===== config.mk =====
export PLATFORM = sky130hd
export DESIGN_NAME = vlen_state_reg
export DESIGN_NICKNAME = d
export VERILOG_FILES = /design/src/rtl/vls_pkg.sv /design/src/rtl/vls_update.sv /design/src/rtl/vls_save_bank.sv /design/src/rtl/vlen_state_reg.sv
export SDC_FILE = /design/constraint.sdc
export NUM_CORES = 1
export LEC_CHECK = 0
export ABC_AREA = 0
export BUFFER_PORTS_ARGS = -buffer_cell sky130_fd_sc_hd__buf_2
export CAP_MARGIN = 20
export CORE_ASPECT_RATIO = 0.9
export CORE_MARGIN = 4
export CORE_UTILIZATION = 51
export DETAILED_ROUTE_END_ITERATION = 6
export PLACE_DENSITY = 0.73
export SLEW_MARGIN = 20
export SYNTH_ARGS = -nofsm -noshare
export SYNTH_HDL_FRONTEND = slang
export SYNTH_SLANG_ARGS = --single-unit

===== constraint.sdc =====
create_clock -name clk -period 9.5 [get_ports clk]
set_input_delay 0.475 -clock clk [delete_from_list [all_inputs] [get_ports clk]]
set_output_delay 0.475 -clock clk [all_outputs]
set_load 0.02 [all_outputs]

===== src/rtl/vls_pkg.sv =====
package vls_pkg;

  // Packed live state; field positions are decoded by the loop sequencer.
  typedef struct packed {
    logic [3:0] rsvd;
    logic [1:0] sub_off;
    logic [1:0] subvl;
    logic [5:0] dst_off;
    logic [5:0] src_off;
    logic [5:0] vl;
    logic [5:0] mvl;
  } vls_word_t;

  typedef enum logic [1:0] {
    VIEW_VL    = 2'd0,
    VIEW_MVL   = 2'd1,
    VIEW_SUBVL = 2'd2,
    VIEW_WORD  = 2'd3
  } vls_view_e;

  // Force a requested length into 1..hi.
  function automatic logic [6:0] fit_len(input logic [31:0] req, input logic [6:0] hi);
    if (req == 32'd0)               fit_len = 7'd1;
    else if (req > {25'd0, hi})     fit_len = hi;
    else                            fit_len = req[6:0];
  endfunction

  function automatic logic [6:0] code_to_len(input logic [5:0] c);
    code_to_len = {1'b0, c} + 7'd1;
  endfunction

  function automatic logic [5:0] len_to_code(input logic [6:0] l);
    logic [6:0] t;
    t = l - 7'd1;
    len_to_code = t[5:0];
  endfunction

endpackage


===== src/rtl/vls_update.sv =====
module vls_update
  import vls_pkg::*;
#(
  parameter int XLEN = 32
) (
  input  vls_word_t   cur,
  input  logic        wr_en,
  input  logic [1:0]  wr_sel,
  input  logic        wr_imm,
  input  logic [31:0] wr_data,
  output vls_word_t   nxt,
  output logic [31:0] result,
  output logic        illegal
);
  localparam logic [6:0] XLEN_LEN = 7'(XLEN);

  logic [31:0] req;
  logic [31:0] raw_word;
  logic [6:0]  cur_mvl;
  logic [6:0]  cur_vl;
  logic [6:0]  new_len;
  logic [6:0]  new_vl;
  vls_word_t   w;

  always_comb begin
    req      = wr_imm ? ({27'd0, wr_data[4:0]} + 32'd1) : wr_data;
    raw_word = wr_imm ? {27'd0, wr_data[4:0]} : wr_data;
    cur_mvl  = code_to_len(cur.mvl);
    cur_vl   = code_to_len(cur.vl);
    w        = vls_word_t'(raw_word);
    new_len  = 7'd1;
    new_vl   = 7'd1;
    nxt      = cur;
    result   = '0;
    illegal  = 1'b0;
    if (wr_en) begin
      case (vls_view_e'(wr_sel))
        VIEW_VL: begin
          new_len = fit_len(req, cur_mvl);
          nxt.vl  = len_to_code(new_len);
          result  = {25'd0, new_len};
        end
        VIEW_MVL: begin
          new_len = fit_len(req, XLEN_LEN);
          nxt.mvl = len_to_code(new_len);
          if (cur_vl > new_len) nxt.vl = len_to_code(new_len);
          result  = {25'd0, new_len};
        end
        VIEW_SUBVL: begin
          if (req >= 32'd1 && req <= 32'd4) begin
            nxt.subvl = req[1:0] - 2'd1;
            result    = req;
          end else begin
            illegal = 1'b1;
            result  = {29'd0, {1'b0, cur.subvl} + 3'd1};
          end
        end
        default: begin
          new_len  = fit_len({26'd0, w.mvl} + 32'd1, XLEN_LEN);
          new_vl   = fit_len({26'd0, w.vl} + 32'd1, new_len);
          nxt      = w;
          nxt.rsvd = '0;
          nxt.mvl  = len_to_code(new_len);
          nxt.vl   = len_to_code(new_vl);
          result   = nxt;
        end
      endcase
    end
  end

endmodule


===== src/rtl/vls_save_bank.sv =====
module vls_save_bank
  import vls_pkg::*;
#(
  parameter int NUM_PRIV = 4,
  parameter int LVL_W    = 2
) (
  input  logic             clk,
  input  logic             rst_n,
  input  logic             swap_en,
  input  logic [LVL_W-1:0] swap_lvl,
  input  vls_word_t        live_in,
  output vls_word_t        saved_out
);
  vls_word_t copies [NUM_PRIV];

  for (genvar g = 0; g < NUM_PRIV; g++) begin : g_lvl
    always_ff @(posedge clk or negedge rst_n) begin
      if (!rst_n)
        copies[g] <= '0;
      else if (swap_en && swap_lvl == LVL_W'(g))
        copies[g] <= live_in;
    end
  end

  assign saved_out = copies[swap_lvl];

endmodule


===== src/rtl/vlen_state_reg.sv =====
module vlen_state_reg
  import vls_pkg::*;
#(
  parameter int XLEN     = 32,
  parameter int NUM_PRIV = 4,
  localparam int LVL_W   = (NUM_PRIV > 1) ? $clog2(NUM_PRIV) : 1
) (
  input  logic             clk,
  input  logic             rst_n,
  input  logic             wr_en,
  input  logic [1:0]       wr_sel,
  input  logic             wr_imm,
  input  logic [31:0]      wr_data,
  input  logic [1:0]       rd_sel,
  input  logic             swap_en,
  input  logic [LVL_W-1:0] swap_lvl,
  output logic [31:0]      rd_data,
  output logic [31:0]      wr_result,
  output logic             wr_illegal,
  output logic [31:0]      state_word,
  output logic [6:0]       mvl_len,
  output logic [6:0]       vl_len,
  output logic [2:0]       subvl_len,
  output logic [5:0]       src_off,
  output logic [5:0]       dst_off,
  output logic [1:0]       sub_off
);
  vls_word_t live;
  vls_word_t upd_word;
  vls_word_t saved_word;
  logic      wr_live;

  assign wr_live = wr_en & ~swap_en;

  vls_update #(.XLEN(XLEN)) u_update (
    .cur     (live),
    .wr_en   (wr_live),
    .wr_sel  (wr_sel),
    .wr_imm  (wr_imm),
    .wr_data (wr_data),
    .nxt     (upd_word),
    .result  (wr_result),
    .illegal (wr_illegal)
  );

  vls_save_bank #(.NUM_PRIV(NUM_PRIV), .LVL_W(LVL_W)) u_bank (
    .clk       (clk),
    .rst_n     (rst_n),
    .swap_en   (swap_en),
    .swap_lvl  (swap_lvl),
    .live_in   (live),
    .saved_out (saved_word)
  );

  always_ff @(posedge clk or negedge rst_n) begin
    if (!rst_n)       live <= '0;
    else if (swap_en) live <= saved_word;
    else              live <= upd_word;
  end

  assign state_word = live;
  assign mvl_len    = code_to_len(live.mvl);
  assign vl_len     = code_to_len(live.vl);
  assign subvl_len  = {1'b0, live.subvl} + 3'd1;
  assign src_off    = live.src_off;
  assign dst_off    = live.dst_off;
  assign sub_off    = live.sub_off;

  always_comb begin
    case (vls_view_e'(rd_sel))
      VIEW_VL:    rd_data = {25'd0, vl_len};
      VIEW_MVL:   rd_data = {25'd0, mvl_len};
      VIEW_SUBVL: rd_data = {29'd0, subvl_len};
      default:    rd_data = state_word;
    endcase
  end

  // Invariant 1 <= VL <= MVL
  p_vl_within_mvl_r3: assert property (@(posedge clk) disable iff (!rst_n)
    vl_len <= mvl_len);

  p_mvl_bound_r5: assert property (@(posedge clk) disable iff (!rst_n)
    mvl_len <= 7'(XLEN));

  p_rsvd_zero_r2: assert property (@(posedge clk) disable iff (!rst_n)
    state_word[31:28] == 4'd0);

  p_vl_result_r3: assert property (@(posedge clk) disable iff (!rst_n)
    (wr_en && !swap_en && wr_sel == 2'd0) |=> vl_len == $past(wr_result[6:0]));

  p_illegal_hold_r6: assert property (@(posedge clk) disable iff (!rst_n)
    wr_illegal |=> state_word == $past(state_word));

  p_illegal_src_r6: assert property (@(posedge clk) disable iff (!rst_n)
    wr_illegal |-> (wr_en && !swap_en && wr_sel == 2'd2));

  p_swap_load_r8: assert property (@(posedge clk) disable iff (!rst_n)
    swap_en |=> state_word == $past(saved_word));

endmodule


Yosys cells after proc, flatten, opt, wreduce, memory -nomap -nowiden
Index checks and enable logic that the tools add are counted.
Operators by class
  $add $sub $neg: 11
  magnitude comparators: 8
  equal/unequal tests: 13
  muxes and demuxes: 37
  bitwise gates (word level): 3
  reductions and logical operators: 19
Operators with widths (number)
  32-bit 2-to-1 mux: 7
  32-bit case mux with 3 select lines: 2
  32-bit zero test: 3
  7-bit 2-to-1 mux: 12
  32-bit binary-select mux with 2-bit select: 1
  32-bit by 6-bit greater-than comparator with 1-bit output (second input constant): 2
  6-bit 2-to-1 mux: 6
  32-bit by 1-bit greater-or-equal comparator with 1-bit output (second input constant): 1
  32-bit by 7-bit greater-than comparator with 1-bit output: 1
  32-bit by 3-bit <= comparator with 1-bit output (second input constant): 1
  6-bit by 1-bit adder with 7-bit output (second input constant): 4
  28-bit 2-to-1 mux: 1
  6-bit by 1-bit subtractor with 6-bit output (second input constant): 4
  6-bit case mux with 3 select lines: 1
  7-bit greater-than comparator: 2
  12-bit 2-to-1 mux: 1
  6-bit case mux with 2 select lines: 1
  2-bit == test (second input constant): 4
  5-bit by 1-bit adder with 6-bit output (second input constant): 1
  2-bit by 1-bit == test with 1-bit output (second input constant): 3
  2-bit zero test: 3
  2-bit by 1-bit inequality test with 1-bit output (second input constant): 3
  3-bit by 2-bit inequality test with 1-bit output (second input constant): 2
  3-bit AND reduction: 2
  15 further kinds: 23
Word-level totals
  flip-flop bits (word level): 160
  input port bits: 43
  output and inout port bits: 128
  logic and storage cells: 126

Depth between registers and ports, before layout
Gate-level depths: netlist of run 1.
  depth in word-level cells: 16
  gate-level depth with buffers: 20
  mapped depth without buffers: 17

By module
From an unflattened synthesis of run 1, not the netlist that was laid out.
Unflattened totals
  cells, all modules: 954
  area, all modules: 10607.7 um^2
Modules (own cells, without submodules)
  vls_save_bank: times used 1, cells each 312, area each 5544.1 um^2, sequential area each 3203.1 um^2
  vls_update: times used 1, cells each 476, area each 3224.3 um^2, sequential area each 0.0 um^2
  vlen_state_reg: times used 1, cells each 166, area each 1839.3 um^2, sequential area each 800.8 um^2

Least setup slack after synthesis of run 1
Ideal clock, no wire load.
  path type: input to output
  start: input wr_imm
  end: output wr_result[8]
  data arrival time: 4141 ps
  required time: 9025 ps
  setup slack: 4884 ps
  cell stages on the path: 18
  path buffers: 2
  cells stage by stage: buf_2 > inv_1 > nand2_1 > inv_1 > ha_1 > nand3_1 > mux2_2 > ha_1 > and3_1 > a221o_1 > o21ai_1 > clkbuf_1 > nand2_1 > o21ai_0 > nand2b_1 > ha_1 > xor2_1 > nor3_1
On the way
  cells in the longest elaborated chain, start to end: 15
  elaborated cells on any way between the ends: 23
  those cells by class: add/sub (3); order compare (4); mux (13); reduce/logical (3)
Ends and longest elaborated chain
  start: declaration: line vlen_state_reg.sv:12  | input logic wr_imm,
  28-bit 2-to-1 mux: line vls_update.sv:27  | raw_word = wr_imm ? {27'd0, wr_data[4:0]} : wr_data;
  6-bit by 1-bit adder with 7-bit output: line vls_update.sv:59  | new_len = fit_len({26'd0, w.mvl} + 32'd1, XLEN_LEN);
  32-bit by 6-bit greater-than comparator with 1-bit output: line vls_pkg.sv:24  | else if (req > {25'd0, hi}) fit_len = hi;
  7-bit 2-to-1 mux: line vls_pkg.sv:24
  7-bit 2-to-1 mux: line vls_pkg.sv:23  | if (req == 32'd0) fit_len = 7'd1;
  7-bit 2-to-1 mux: line vls_update.sv:37  | case (vls_view_e'(wr_sel))
  7-bit 2-to-1 mux: line vls_update.sv:36  | if (wr_en) begin
  7-bit greater-than comparator: line vls_pkg.sv:24
  6-bit 2-to-1 mux: line vls_pkg.sv:24
  6-bit 2-to-1 mux: line vls_pkg.sv:23
  6-bit 2-to-1 mux: line vls_update.sv:37
  6-bit 2-to-1 mux: line vls_update.sv:36
  6-bit by 1-bit subtractor with 6-bit output: line vls_pkg.sv:34  | t = l - 7'd1;
  32-bit case mux with 3 select lines (*): line vls_update.sv:37
  32-bit 2-to-1 mux (*): line vls_update.sv:36
  end: declaration: line vlen_state_reg.sv:18  | output logic [31:0] wr_result,
Every way passes the cells marked *; elsewhere a longest branch is shown, timed or not. The select of a mux whose other input is x is not followed.

Worst setup path in the final report of run 1
  start: input wr_imm
  end: output wr_result[7]
The elaborated chain is that of the path after synthesis.

==> results of run 1 <==
## cell type report
cell class	count	area, sq um
Fill cell	1615	7690
Tap cell	250	313
Inverter	49	184
Clock buffer	18	439
Timing Repair Buffer	177	940
Clock inverter	14	176
Sequential cell	160	4000
Multi-Input combinational cell	673	5530
## metrics by stage
| step | util | instance area [sq um] | worst slack [ps] |
|---|---|---|---|
| final | 0.601 | 11600 | 4330 |
| after floorplan | - | 10100 | 4880 |
| after detailed placement | 0.568 | 10900 | 4100 |
| after CTS | 0.600 | 11600 | 4110 |
| after global placement | 0.567 | 10900 | 4220 |
| after global routing | 0.601 | 11600 | 3930 |
## cell usage after synthesis, drive strengths merged, types with 6 or more instances
master and count:
mux2i 14, a21oi 27, clkbuf 52, a222oi 14
nor4 14, xnor2 14, inv 49, a211oi 8
xor2 14, a311oi 6, and3 39, ha 33
dfrtp 160, a31oi 14, mux2 118, buf 32
nand4 7, nor2 46, and2 24, nor3 15
nor2b 9, nand3 20, mux4 33, nand2 74
o21ai 49
## worst paths after layout
path,end,slack (ps),cells past startpoint
setup reg to reg,state_word[10],4720,16
max in group asynchronous,u_bank.copies[19],7960,2
hold / removal,u_bank.copies[94],100,1
min in group clk,dst_off[3],320,3
hold reg to reg,u_bank.copies[24],480,2
setup / recovery,wr_result[7],4330,17
## placed cells by master, fill, tap and decap left out, types with 6 or more instances in the layout
cell,synthesis,layout
a211oi_1,8,7
a21oi_1,27,27
a222oi_1,14,14
a311oi_1,6,6
a31oi_1,13,12
and2_1,23,23
and3_1,36,36
buf_2,5,165
buf_4,18,10
clkbuf_16,0,17
dfrtp_1,160,160
ha_1,33,33
inv_1,49,49
mux2_2,118,118
mux2i_1,14,14
mux4_2,33,33
nand2_1,74,74
nand3_1,20,19
nand4_1,7,7
nor2_1,46,46
nor2b_1,9,9
nor3_1,15,14
nor4_1,13,13
o21ai_0,47,47
xnor2_1,14,14
xor2_1,14,14
## cells by family after synthesis
family / after synthesis / synth area share
DFF: 160 / 0.397
buffers and inverters: 133 / 0.0592
muxes: 165 / 0.219
and+or+nand+nor: 272 / 0.139
xor gates and xnor gates: 29 / 0.0266
AOI/OAI and AO/OA: 169 / 0.117
other: 2 / 0.000745
adders and majority gates: 33 / 0.0410
## sequential cells by signal, summed over array words and instances, names as in the netlist
| name | cells |
|---|---|
| dst_off | 6 |
| sub_off | 2 |
| src_off | 6 |
| state_word | 18 |
| u_bank.copies | 128 |
## power by group through the flow
stage          registers (mW)  logic (mW)  clock network [mW]
5_1_grt                  1.06        1.02               0.748
2_1_floorplan            1.01       0.662                   0
3_5_place_dp             1.04       0.927                   0
6_report                 1.04       0.943               0.710
4_1_cts                  1.03       0.935               0.718
3_3_place_gp             1.03       0.912                   0
## layer usage
| metal | vias to the layer above | GRT usage | part of all wire |
|---|---|---|---|
| met5 | - | 0 | 0 |
| met2 | 316 | 0.408 | 0.46 |
| li1 | 3748 | - | - |
| met4 | 0 | 0.0781 | 0.022 |
| met1 | 4173 | 0.377 | 0.44 |
| met3 | 52 | 0.0457 | 0.070 |
==> metrics.md, run 1 <==
| Metric | Value |
|---|---|
| Status | `completed` |
| Crit Path Max Fanout | `23` |
| Combinational power share | `0.351` |
| Synth Register Bits | `160` |
| Cts bufs inserted | `17` |
| Post CTS Setup Buffer Count | `0` |
| Netlist cell types | `68` |
| Synthesized area | `slightly above 10000 sq um` |
| CP max stage delay | `510 ps` |
| Synth Flop Type | `dfrtp_1` |
| Port buffer count | `~170` |
| Clk_skew | `between 7 and 8 ps` |
| Unrepaired setup endpoints after global routing | `false` |
| Crit path max-delay family | `compound AO/OA/AOI/OAI gates` |
| Number of remaining DRC errors | `0` |
| Cell accounting for the most synthesized area | `dfrtp_1` |
| Antenna Cells | `0` |
| Yosys warning count | `0` |
| Worst Path Buf+Inv | `4` |
| Cell Int Power | `between 1.5 and 2 mW` |
| Hold Vio Cnt, Final | `0` |
| GP Congestion | `~1.1` |
| Hold Buf Count CTS | `0` |
| Drt pass-1 iters | `5` |
| Setup violations, final | `0` |
| Post-synth EDFFs | `0` |
| Via count | `approximately 8300` |
| I/O pin total | `between 150 and 200` |
| Final-report max-slew violation count | `0` |
| WHS | `between 90 and 100 ps` |
| Core ar. | `roughly 19000 sq um` |
| Sw frac | `0.367` |
| Max_cap viols | `0` |
| DP Wirelength | `around 20000 um` |
| Layout cell share with drive strength beyond 1 | `0.346` |
| Leakage | `approximately 5.8 nW` |
| CP max stage cell | `o21ai_2` |
| Worst Tran Pin Value | `972 ps` |
| Setup TNS | `0 ps` |
| DR vias/cell | `between 6 and 7` |
| Layout area overhead | `15.0%` |
| PD cells | `232 nW/um^2` |
| Power share of the clock group | `0.264` |
| Chip height | `141 um` |
| Critical Path RT | `roughly 9000 ps` |
| Power Total | `~2.7 mW` |
| Syn_area_per_cell | `~10 sq um` |
| Rows | `48` |
| Rel. slew slack | `0.352` |
| Largest net degree at the start of global routing | `90` |
| Nets@finish | `1154` |
| Critical Path AT | `approximately 4700 ps` |
| Clock Latency Late Sink | `420 ps` |
| GRT overflow | `0` |
| Post-CTS resize count | `0` |
| Cell count after placement | `1308` |
| Final critical-path share of the clock period | `0.545` |
| Initial Utilization | `0.523` |
| Initial antenna violation count | `0` |
| Worst Setup SP | `wr_imm` |
| Total GRT Usage | `0.261` |
| Die X | `approximately 160 um` |
| Area of the die | `about 22000 sq um` |
| Maximum VDD drop | `between 0.15 and 0.2 mV` |
| Global-route wire length before repair | `between 40000 and 50000 um` |
| Initial DRC Count | `~930` |
| CTS Buffer Depth | `2` |
| CTS H-tree lvls | `4` |
| Crit start category | `input port` |
| Worst-path clk slew | `roughly 60 ps` |
| Async SR Flop Fraction | `1.00` |
| CP endpoint kind | `output port` |
| Largest cells by area after synthesis | `dfrtp_1, mux2_2, mux4_2, ha_1, nand2_1` |
| Final min period | `about 5200 ps` |
| WL final | `29300 um` |
| Post-Syn Instances | `between 900 and 1000` |
| CTS tree | `done` |
| Vias in the first global route | `7900` |
| Yosys top cell area share | `0.397` |
| Total clock sinks | `160` |
| CTS root buffer | `clkbuf_16` |
| Worst hold path class | `input port to async pin` |
| Most used cell, CP | `ha_1` |
| Layout Cells excl Fill | `~1300` |
| Sequential Power Share | `0.385` |
| Seq/Total Area, Yosys | `0.397` |
| Crit-path cells | `buf_2, inv_1, nand2_1, inv_1, ha_1, nand3_1, mux2_2, ha_1, and3_1, a221o_1, o21ai_2, mux2i_1, nor2_1, ha_1, a2bb2oi_1, nor2_1, buf_2` |
| Final ANT Viol Nets | `0` |
| Sw power | `0.987 mW` |
| RR Startpoint | `state_word[0]` |
| Crit Path Class | `input port to output port` |
| Routed len/inst | `between 20 and 25 um` |
| Fmax | `0.193 GHz` |
Power figures use the tool's default switching activity.
==> inputs of run 2 (changes only) <==
Settings changed: ABC_AREA 0 to 1, PLACE_DENSITY 0.73 to 0.77.
Clock period 9.5 ns to 4.5 ns, I/O delays scaled along.
==> run 2 against run 1 <==
Effect of this change:
- worst setup slack got worse by 3800 ps
- final cell count up 24%
- hold slack improved by 160 ps
- design area is 4.1% lower
- critical endpoint is now wr_result[10]
- largest cell class unchanged
==> metrics.md, run 2 <==
| Metric | Value |
|---|---|
| Chip height | `138 um (was 141 um)` |
| Total GRT Usage | `0.288 (was 0.261)` |
| Most used cell, CP | `nand2_1 (was ha_1)` |
| Clk_skew | `7.67 ps (was 7.56 ps)` |
| Setup violations, final | `0 (unchanged)` |
| Antenna Cells | `0 (unchanged)` |
| Initial DRC Count | `977 (was 933)` |
| Worst-path clk slew | `70 ps (was 60 ps)` |
| Power share of the clock group | `0.308 (was 0.264)` |
| Post-Syn Instances | `1272 (was 963)` |
| Synth Flop Type | `dfrtp_1 (unchanged)` |
| CP max stage delay | `370 ps (was 510 ps)` |
| Hold wc startpoint | `wr_data[20]` |
| Rel. slew slack | `0.309 (was 0.352)` |
| Sw power | `1.78 mW (was 0.987 mW)` |
| Post-synth EDFFs | `0 (unchanged)` |
| Initial Utilization | `0.520 (was 0.523)` |
| Total clock sinks | `160 (unchanged)` |
| Netlist cell types | `48 (was 68)` |
| Post CTS Setup Buffer Count | `0 (unchanged)` |
| RR Startpoint | `state_word[1] (was state_word[0])` |
| Cell Int Power | `3.08 mW (was 1.70 mW)` |
| CP endpoint kind | `output port (unchanged)` |
| Crit-path cells | `buf_2, ha_1, nand2_1, inv_1, nand2_1, nand2_1, nand4_1, o21ai_1, nand2_1, ha_1, a21oi_1, o21ai_0, nand2_1, nand2_1, nand2_1, inv_1, a21oi_1, ha_1, nand3_1, or2_1, nand2_1, nor3_1, buf_2 (was buf_2, inv_1, nand2_1, inv_1, ha_1, nand3_1, mux2_2, ha_1, and3_1, a221o_1, o21ai_2, mux2i_1, nor2_1, ha_1, a2bb2oi_1, nor2_1, buf_2)` |
| Cell accounting for the most synthesized area | `dfrtp_1 (unchanged)` |
| Setup TNS | `0 ps (unchanged)` |
| Leakage | `5.67 nW (was 5.77 nW)` |
| Routed len/inst | `18.2 um (was 21.8 um)` |
| Cts bufs inserted | `17 (unchanged)` |
| CTS H-tree lvls | `4 (unchanged)` |
| CTS root buffer | `clkbuf_16 (unchanged)` |
| Sw frac | `0.367 (about the same)` |
| Synth Register Bits | `160 (unchanged)` |
| Nets@finish | `1480 (was 1154)` |
| Power Total | `4.86 mW (was 2.69 mW)` |
| Worst Path Buf+Inv | `4 (unchanged)` |
| DP Wirelength | `21500 um (was 20100 um)` |
| Layout Cells excl Fill | `1662 (was 1341)` |
| Status | `completed (unchanged)` |
| Seq/Total Area, Yosys | `0.419 (was 0.397)` |
| Drt pass-1 iters | `6 (was 5)` |
| Core ar. | `18400 sq um (was 19300 sq um)` |
| Hold Vio Cnt, Final | `0 (unchanged)` |
| Worst hold path class | `input port to flop (was input port to async pin)` |
| CTS tree | `done (unchanged)` |
| Syn_area_per_cell | `7.52 sq um (was 10.5 sq um)` |
| Synthesized area | `9570 sq um (was 10100 sq um)` |
| Max reg flops | `128 (unchanged)` |
| Number of remaining DRC errors | `0 (unchanged)` |
| PD cells | `437 nW/um^2 (was 232 nW/um^2)` |
| CP max stage cell | `ha_1 (was o21ai_2)` |
| Fmax | `roughly 0.25 GHz` |
| Async SR Flop Fraction | `1.00 (unchanged)` |
| Clock Latency Late Sink | `420 ps (about the same)` |
| Largest net degree at the start of global routing | `79 (was 90)` |
| I/O pin total | `171 (unchanged)` |
| Filler Cells Inserted | `1695 (was 1615)` |
| Most frequent cells in the layout | `nand2_1, o21ai_0, buf_2 (was buf_2, dfrtp_1, mux2_2)` |
| WL final | `30300 um (was 29300 um)` |
| Critical Path AT | `3780 ps (was 4700 ps)` |
| Crit path max-delay family | `simple AND/OR/NAND/NOR gates (was compound AO/OA/AOI/OAI gates)` |
| Via count | `9654 (was 8289)` |
| WL met3 | `2790 um (was 2050 um)` |
| DR vias/cell | `5.81 (was 6.18)` |
| Maximum VDD drop | `0.311 mV (was 0.170 mV)` |
| Final ANT Viol Nets | `0 (unchanged)` |
| Area of the die | `21000 sq um (was 22100 sq um)` |
| Global-route wire length before repair | `48300 um (was 45000 um)` |
| Worst Setup SP | `wr_data[0] (was wr_imm)` |
| Post-CTS resize count | `0 (unchanged)` |
| Yosys top cell area share | `0.419 (was 0.397)` |
| Combinational power share | `0.293 (was 0.351)` |
| Critical Path RT | `4280 ps (was 9030 ps)` |
| Final-report max-slew violation count | `0 (unchanged)` |
| Max_cap viols | `0 (unchanged)` |
| Crit start category | `input port (unchanged)` |
| CTS Buffer Depth | `2 (unchanged)` |
| Die X | `152 um (was 156 um)` |
| Top reg by flops | `u_bank.copies (unchanged)` |
| Layout area overhead | `16.2% (was 15.0%)` |
| Sequential Power Share | `0.399 (was 0.385)` |
| Yosys warning count | `0 (unchanged)` |
| Crit Path Max Fanout | `8 (was 23)` |
| Commonest non-fill, non-tap cell in the layout | `nand2_1 (was buf_2)` |
| Layout cell share with drive strength beyond 1 | `0.175 (was 0.346)` |
| Final min period | `between 4000 and 5000 ps` |
| Count leader, synth | `nand2_1 (was dfrtp_1)` |
| Routed wire length on met2 | `13600 um (about the same)` |
| Vias in the first global route | `9042 (was 7900)` |
| Initial antenna violation count | `0 (unchanged)` |
| GRT overflow | `0 (unchanged)` |
| Synth top cells by count | `nand2_1, o21ai_0, dfrtp_1 (was dfrtp_1, mux2_2, nand2_1)` |
| Crit Path Class | `input port to output port (unchanged)` |
| Port buffer count | `166 (unchanged)` |
| Worst Tran Pin Value | `1030 ps (was 972 ps)` |
| Final critical-path share of the clock period | `0.891` |
| Unrepaired setup endpoints after global routing | `false (unchanged)` |
| Metal-1 WL | `13300 um (was 13000 um)` |
| Cell count after placement | `1629 (was 1308)` |
| Top sig layer | `met4 (unchanged)` |
| Largest cells by area after synthesis | `dfrtp_1, nand2_1, o21ai_0, nor2_1, ha_1 (was dfrtp_1, mux2_2, mux4_2, ha_1, nand2_1)` |
| GP Congestion | `1.02 (was 1.06)` |
| Rows | `47 (was 48)` |
[run 2: stage by stage]
stage	util	instance area (sq um)	hold slack, ps	setup WS (ps)
2_1_floorplan	-	9580	-70.6	887
3_3_place_gp	0.570	10500	305	236
3_5_place_dp	0.570	10500	301	191
4_1_cts	0.604	11100	243	554
5_1_grt	0.604	11100	263	120
6_report	0.604	11100	256	490
[run 2: area by class of cell]
class / count / area (sq um) / share of cell area
sequential: 160 / 4000 / 0.360
multi-input combinational: 918 / 4750 / 0.428
clock buffer: 17 / 425 / 0.0383
clock inverter: 15 / 185 / 0.0167
tap: 245 / 307 / 0.0276
timing repair buffer: 185 / 982 / 0.0884
inverter: 122 / 458 / 0.0412
[run 2: metal layers]
metal  track usage  vias to the layer above
met5             0                        -
met4        0.0744                        0
met3        0.0577                       57
met2         0.456                      482
met1         0.410                     4597
li1              -                     4518
[run 2: power by group through the flow]
stage | Clock, mW | Sequential, mW | Combinational [mW]
after floorplan | 0 | 1.97 | 0.906
after global placement | 0 | 1.94 | 1.38
after detailed placement | 0 | 1.95 | 1.40
after CTS | 1.51 | 1.93 | 1.41
after global routing | 1.57 | 1.97 | 1.59
final | 1.50 | 1.94 | 1.42
[run 2: worst reg2reg max path: stages, from the launching register on]
cell,delay [ps]
dfrtp_1,420
ha_1,200
nand2_1,80
nor2_1,90
inv_1,50
nor2_1,150
inv_1,140
ha_1,300
inv_1,30
nor2_1,100
nand2_1,120
nor2_1,150
nand3b_1,220
nand2_4,180
inv_2,70
nand2_1,70
nand3_2,140
inv_2,110
ha_1,160
nor2_1,50
o21ai_0,210
nand3_1,180
nand2_1,100
o21ai_0,70
[run 2: cells by family after synthesis]
| family | Yosys count | synth area share |
|---|---|---|
| and+or+nand+nor | 537 | 0.237 |
| xor gates and xnor gates | 15 | 0.0137 |
| adders and majority gates | 33 | 0.0432 |
| AOI/OAI and AO/OA | 328 | 0.201 |
| buffers and inverters | 197 | 0.0862 |
| DFF | 160 | 0.419 |
| other | 2 | 0.000785 |
[run 2: worst paths after layout]
| kind | end | slack, ps | cells after the start |
|---|---|---|---|
| setup / recovery | wr_result[10] | 490 | 23 |
| hold / removal | dst_off[2] | 260 | 4 |
| setup reg to reg | state_word[8] | 980 | 23 |
| hold reg to reg | u_bank.copies[34] | 490 | 2 |
| max in group asynchronous | u_bank.copies[101] | 2940 | 3 |
| min in group asynchronous | u_bank.copies[4] | 420 | 2 |
[run 2: timing repair]
action	in CTS	in global routing
setup endpoints to repair	0	0
hold buffers	1	0
endpoints found under the hold margin	76	0
==> inputs of run 3 (changes only) <==
Settings changed: PLACE_DENSITY 0.77 to 0.74.
Clock period 4.5 ns to 5 ns, I/O delays scaled along.
==> run 3 against run 2 <==
Effect of this change:
- design area is 0.12% higher
- worst setup slack better by 350 ps
- non-clock buffer count is 2 lower
- die area did not move
- largest power group unchanged
- sequential power shrank 9.8%
- critical path depth unchanged
- global-route usage is 0.16 points lower
- count of clock-buffer cells in the layout increased by 3
- first-iteration DRC count is 0.82% lower
- core utilization increased by 0.075 points
- via count decreased by 1.6%
==> metrics.md, run 3 (synthesized netlist as in run 2, its figures left out) <==
| Metric | Value |
|---|---|
| Critical Path RT | `4750 ps (was 4280 ps)` |
| Reg2reg setup slack | `1440 ps (was 980 ps)` |
| Filler Cells Inserted | `1651 (was 1695)` |
| Max reg flops | `128 (unchanged)` |
| Most used cell, CP | `nand2_1 (unchanged)` |
| Critical Path AT | `3910 ps (was 3780 ps)` |
| DR vias/cell | `5.73 (was 5.81)` |
| Routed len/inst | `18.4 um (was 18.2 um)` |
| Crit start category | `input port (unchanged)` |
| Vias in the first global route | `8889 (was 9042)` |
| I/O pin total | `171 (unchanged)` |
| Area of the die | `21000 sq um (unchanged)` |
| Design area | `11100 sq um (about the same)` |
| Die X | `152 um (unchanged)` |
| WHS | `287 ps (was 256 ps)` |
| Largest net degree at the start of global routing | `106 (was 79)` |
| Gr busiest metal | `met2 (unchanged)` |
| Crit Path Max Fanout | `8 (unchanged)` |
| Global-route wire length before repair | `48100 um (was 48300 um)` |
| CTS tree | `done (unchanged)` |
| CP endpoint kind | `output port (unchanged)` |
| Core ar. | `18400 sq um (unchanged)` |
| Worst Tran Pin Value | `951 ps (was 1030 ps)` |
| Initial antenna violation count | `0 (unchanged)` |
| GP Congestion | `0.974 (was 1.02)` |
| Drt pass-1 iters | `5 (was 6)` |
| Fmax | `0.240 GHz` |
| Layout cell share with drive strength beyond 1 | `0.175 (about the same)` |
| Status | `completed (unchanged)` |
| GRT overflow | `0 (unchanged)` |
| Nets@finish | `1478 (was 1480)` |
| Global routing met3 resource utilization | `0.0559 (was 0.0577)` |
| Top reg by flops | `u_bank.copies (unchanged)` |
| DP Wirelength | `21500 um (about the same)` |
| Maximum VDD drop | `0.274 mV (was 0.311 mV)` |
| Leakage | `5.67 nW (about the same)` |
| Setup violations, final | `0 (unchanged)` |
| Fin util | `0.605 (was 0.604)` |
| Post CTS Setup Buffer Count | `0 (unchanged)` |
| Layout area overhead | `16.3% (was 16.2%)` |
| CP max stage delay | `370 ps (about the same)` |
| Initial DRC Count | `969 (was 977)` |
| CTS Buffer Depth | `2 (unchanged)` |
| Max_cap viols | `0 (unchanged)` |
| Worst-path clk slew | `60 ps (was 70 ps)` |
| Crit-path cells | `buf_2, ha_1, nand2_1, inv_1, nand2_1, nand2_1, nand4_1, o21ai_1, nand2_1, ha_1, a21oi_1, o21ai_0, nand2_1, nand2_1, nand2_1, inv_1, a21oi_1, ha_1, nand3_1, or2_1, nand2_1, nor3_1, buf_2 (unchanged)` |
| Clk_skew | `8.34 ps (was 7.67 ps)` |
| Chip height | `138 um (unchanged)` |
| CP max stage cell | `ha_1 (unchanged)` |
| GR Util met1 | `0.406 (was 0.410)` |
| PD cells | `393 nW/um^2 (was 437 nW/um^2)` |
| Number of remaining DRC errors | `0 (unchanged)` |
| Cell count after placement | `1627 (was 1629)` |
| Final ANT Viol Nets | `0 (unchanged)` |
| Commonest non-fill, non-tap cell in the layout | `nand2_1 (unchanged)` |
| Setup TNS | `0 ps (unchanged)` |
| Total clock sinks | `160 (unchanged)` |
| Clock Latency Late Sink | `420 ps (about the same)` |
| Met2 GRT Util | `0.454 (was 0.456)` |
| CTS root buffer | `clkbuf_16 (unchanged)` |
| WL final | `30500 um (was 30300 um)` |
| Most frequent cells in the layout | `nand2_1, o21ai_0, buf_2 (unchanged)` |
| Total GRT Usage | `0.286 (was 0.288)` |
| Rel. slew slack | `0.365 (was 0.309)` |
| Final-report max-slew violation count | `0 (unchanged)` |
| Unrepaired setup endpoints after global routing | `false (unchanged)` |
| Rows | `47 (unchanged)` |
| Hold Vio Cnt, Final | `0 (unchanged)` |
| Post-CTS resize count | `0 (unchanged)` |
| Antenna Cells | `0 (unchanged)` |
| Initial Utilization | `0.520 (unchanged)` |
| CTS H-tree lvls | `4 (unchanged)` |
| Final critical-path share of the clock period | `0.833` |
| Crit Path Class | `input port to output port (unchanged)` |
| Via count | `9498 (was 9654)` |
| Worst hold path class | `input port to flop (unchanged)` |
| Area after DPL | `10500 sq um (about the same)` |
| Layout Cells excl Fill | `1659 (was 1662)` |
| Final min period | `approximately 4200 ps` |
| Cts bufs inserted | `17 (unchanged)` |
| Port buffer count | `166 (unchanged)` |
run 3: what timing repair did:
action,4_1_cts,5_1_grt
hold buffers,1,0
endpoints found under the setup margin,0,0
endpoints found under the hold margin,11,0
run 3: metal layers:
layer  share of wire  routed length, um
met1            0.45              13700
met2            0.45              13700
met3           0.080               2450
met4           0.022                658
met5               0                  0
run 3: path summary, 6_finish.rpt:
check                            startpoint                 to  cells after the start
setup reg to reg              state_word[0]      state_word[8]                     23
min in group asynchronous             rst_n  u_bank.copies[95]                      2
hold reg to reg            u_bank.copies[9]   u_bank.copies[9]                      2
hold / removal                  wr_data[22]         dst_off[4]                      4
setup / recovery                 wr_data[0]      wr_result[10]                     23
max in group asynchronous             rst_n  u_bank.copies[53]                      3
run 3: stage by stage:
stage / power [mW] / setup slack [ps]
after floorplan: 2.59 / 1340
after global placement: 2.99 / 603
after detailed placement: 3.02 / 597
after CTS: 4.38 / 874
after global routing: 4.63 / 397
final: 4.38 / 837
run 3: power by group:
| group | switching [mW] | total [mW] | internal, mW |
|---|---|---|---|
| Combinational | 0.859 | 1.27 | 0.413 |
| Clock | 0.506 | 1.36 | 0.856 |
| Sequential | 0.183 | 1.75 | 1.56 |
| Total | 1.55 | 4.38 | 2.83 |
run 3: layout make-up:
type,instances,area [sq um],share of cell area
clock inverters,11,163,0.0146
multi-input cells,918,4770,0.429
well taps,245,307,0.0275
inverters,122,458,0.0411
flip-flops and latches,160,4000,0.360
repair buffers,183,967,0.0869
clock buffers,20,457,0.0410
run 3: critical path: cells and delay by family:
family	cells	cell delay, ps
compound gates	4	930
fa+ha+maj	3	800
buf+inv	4	580
simple gates	12	1340
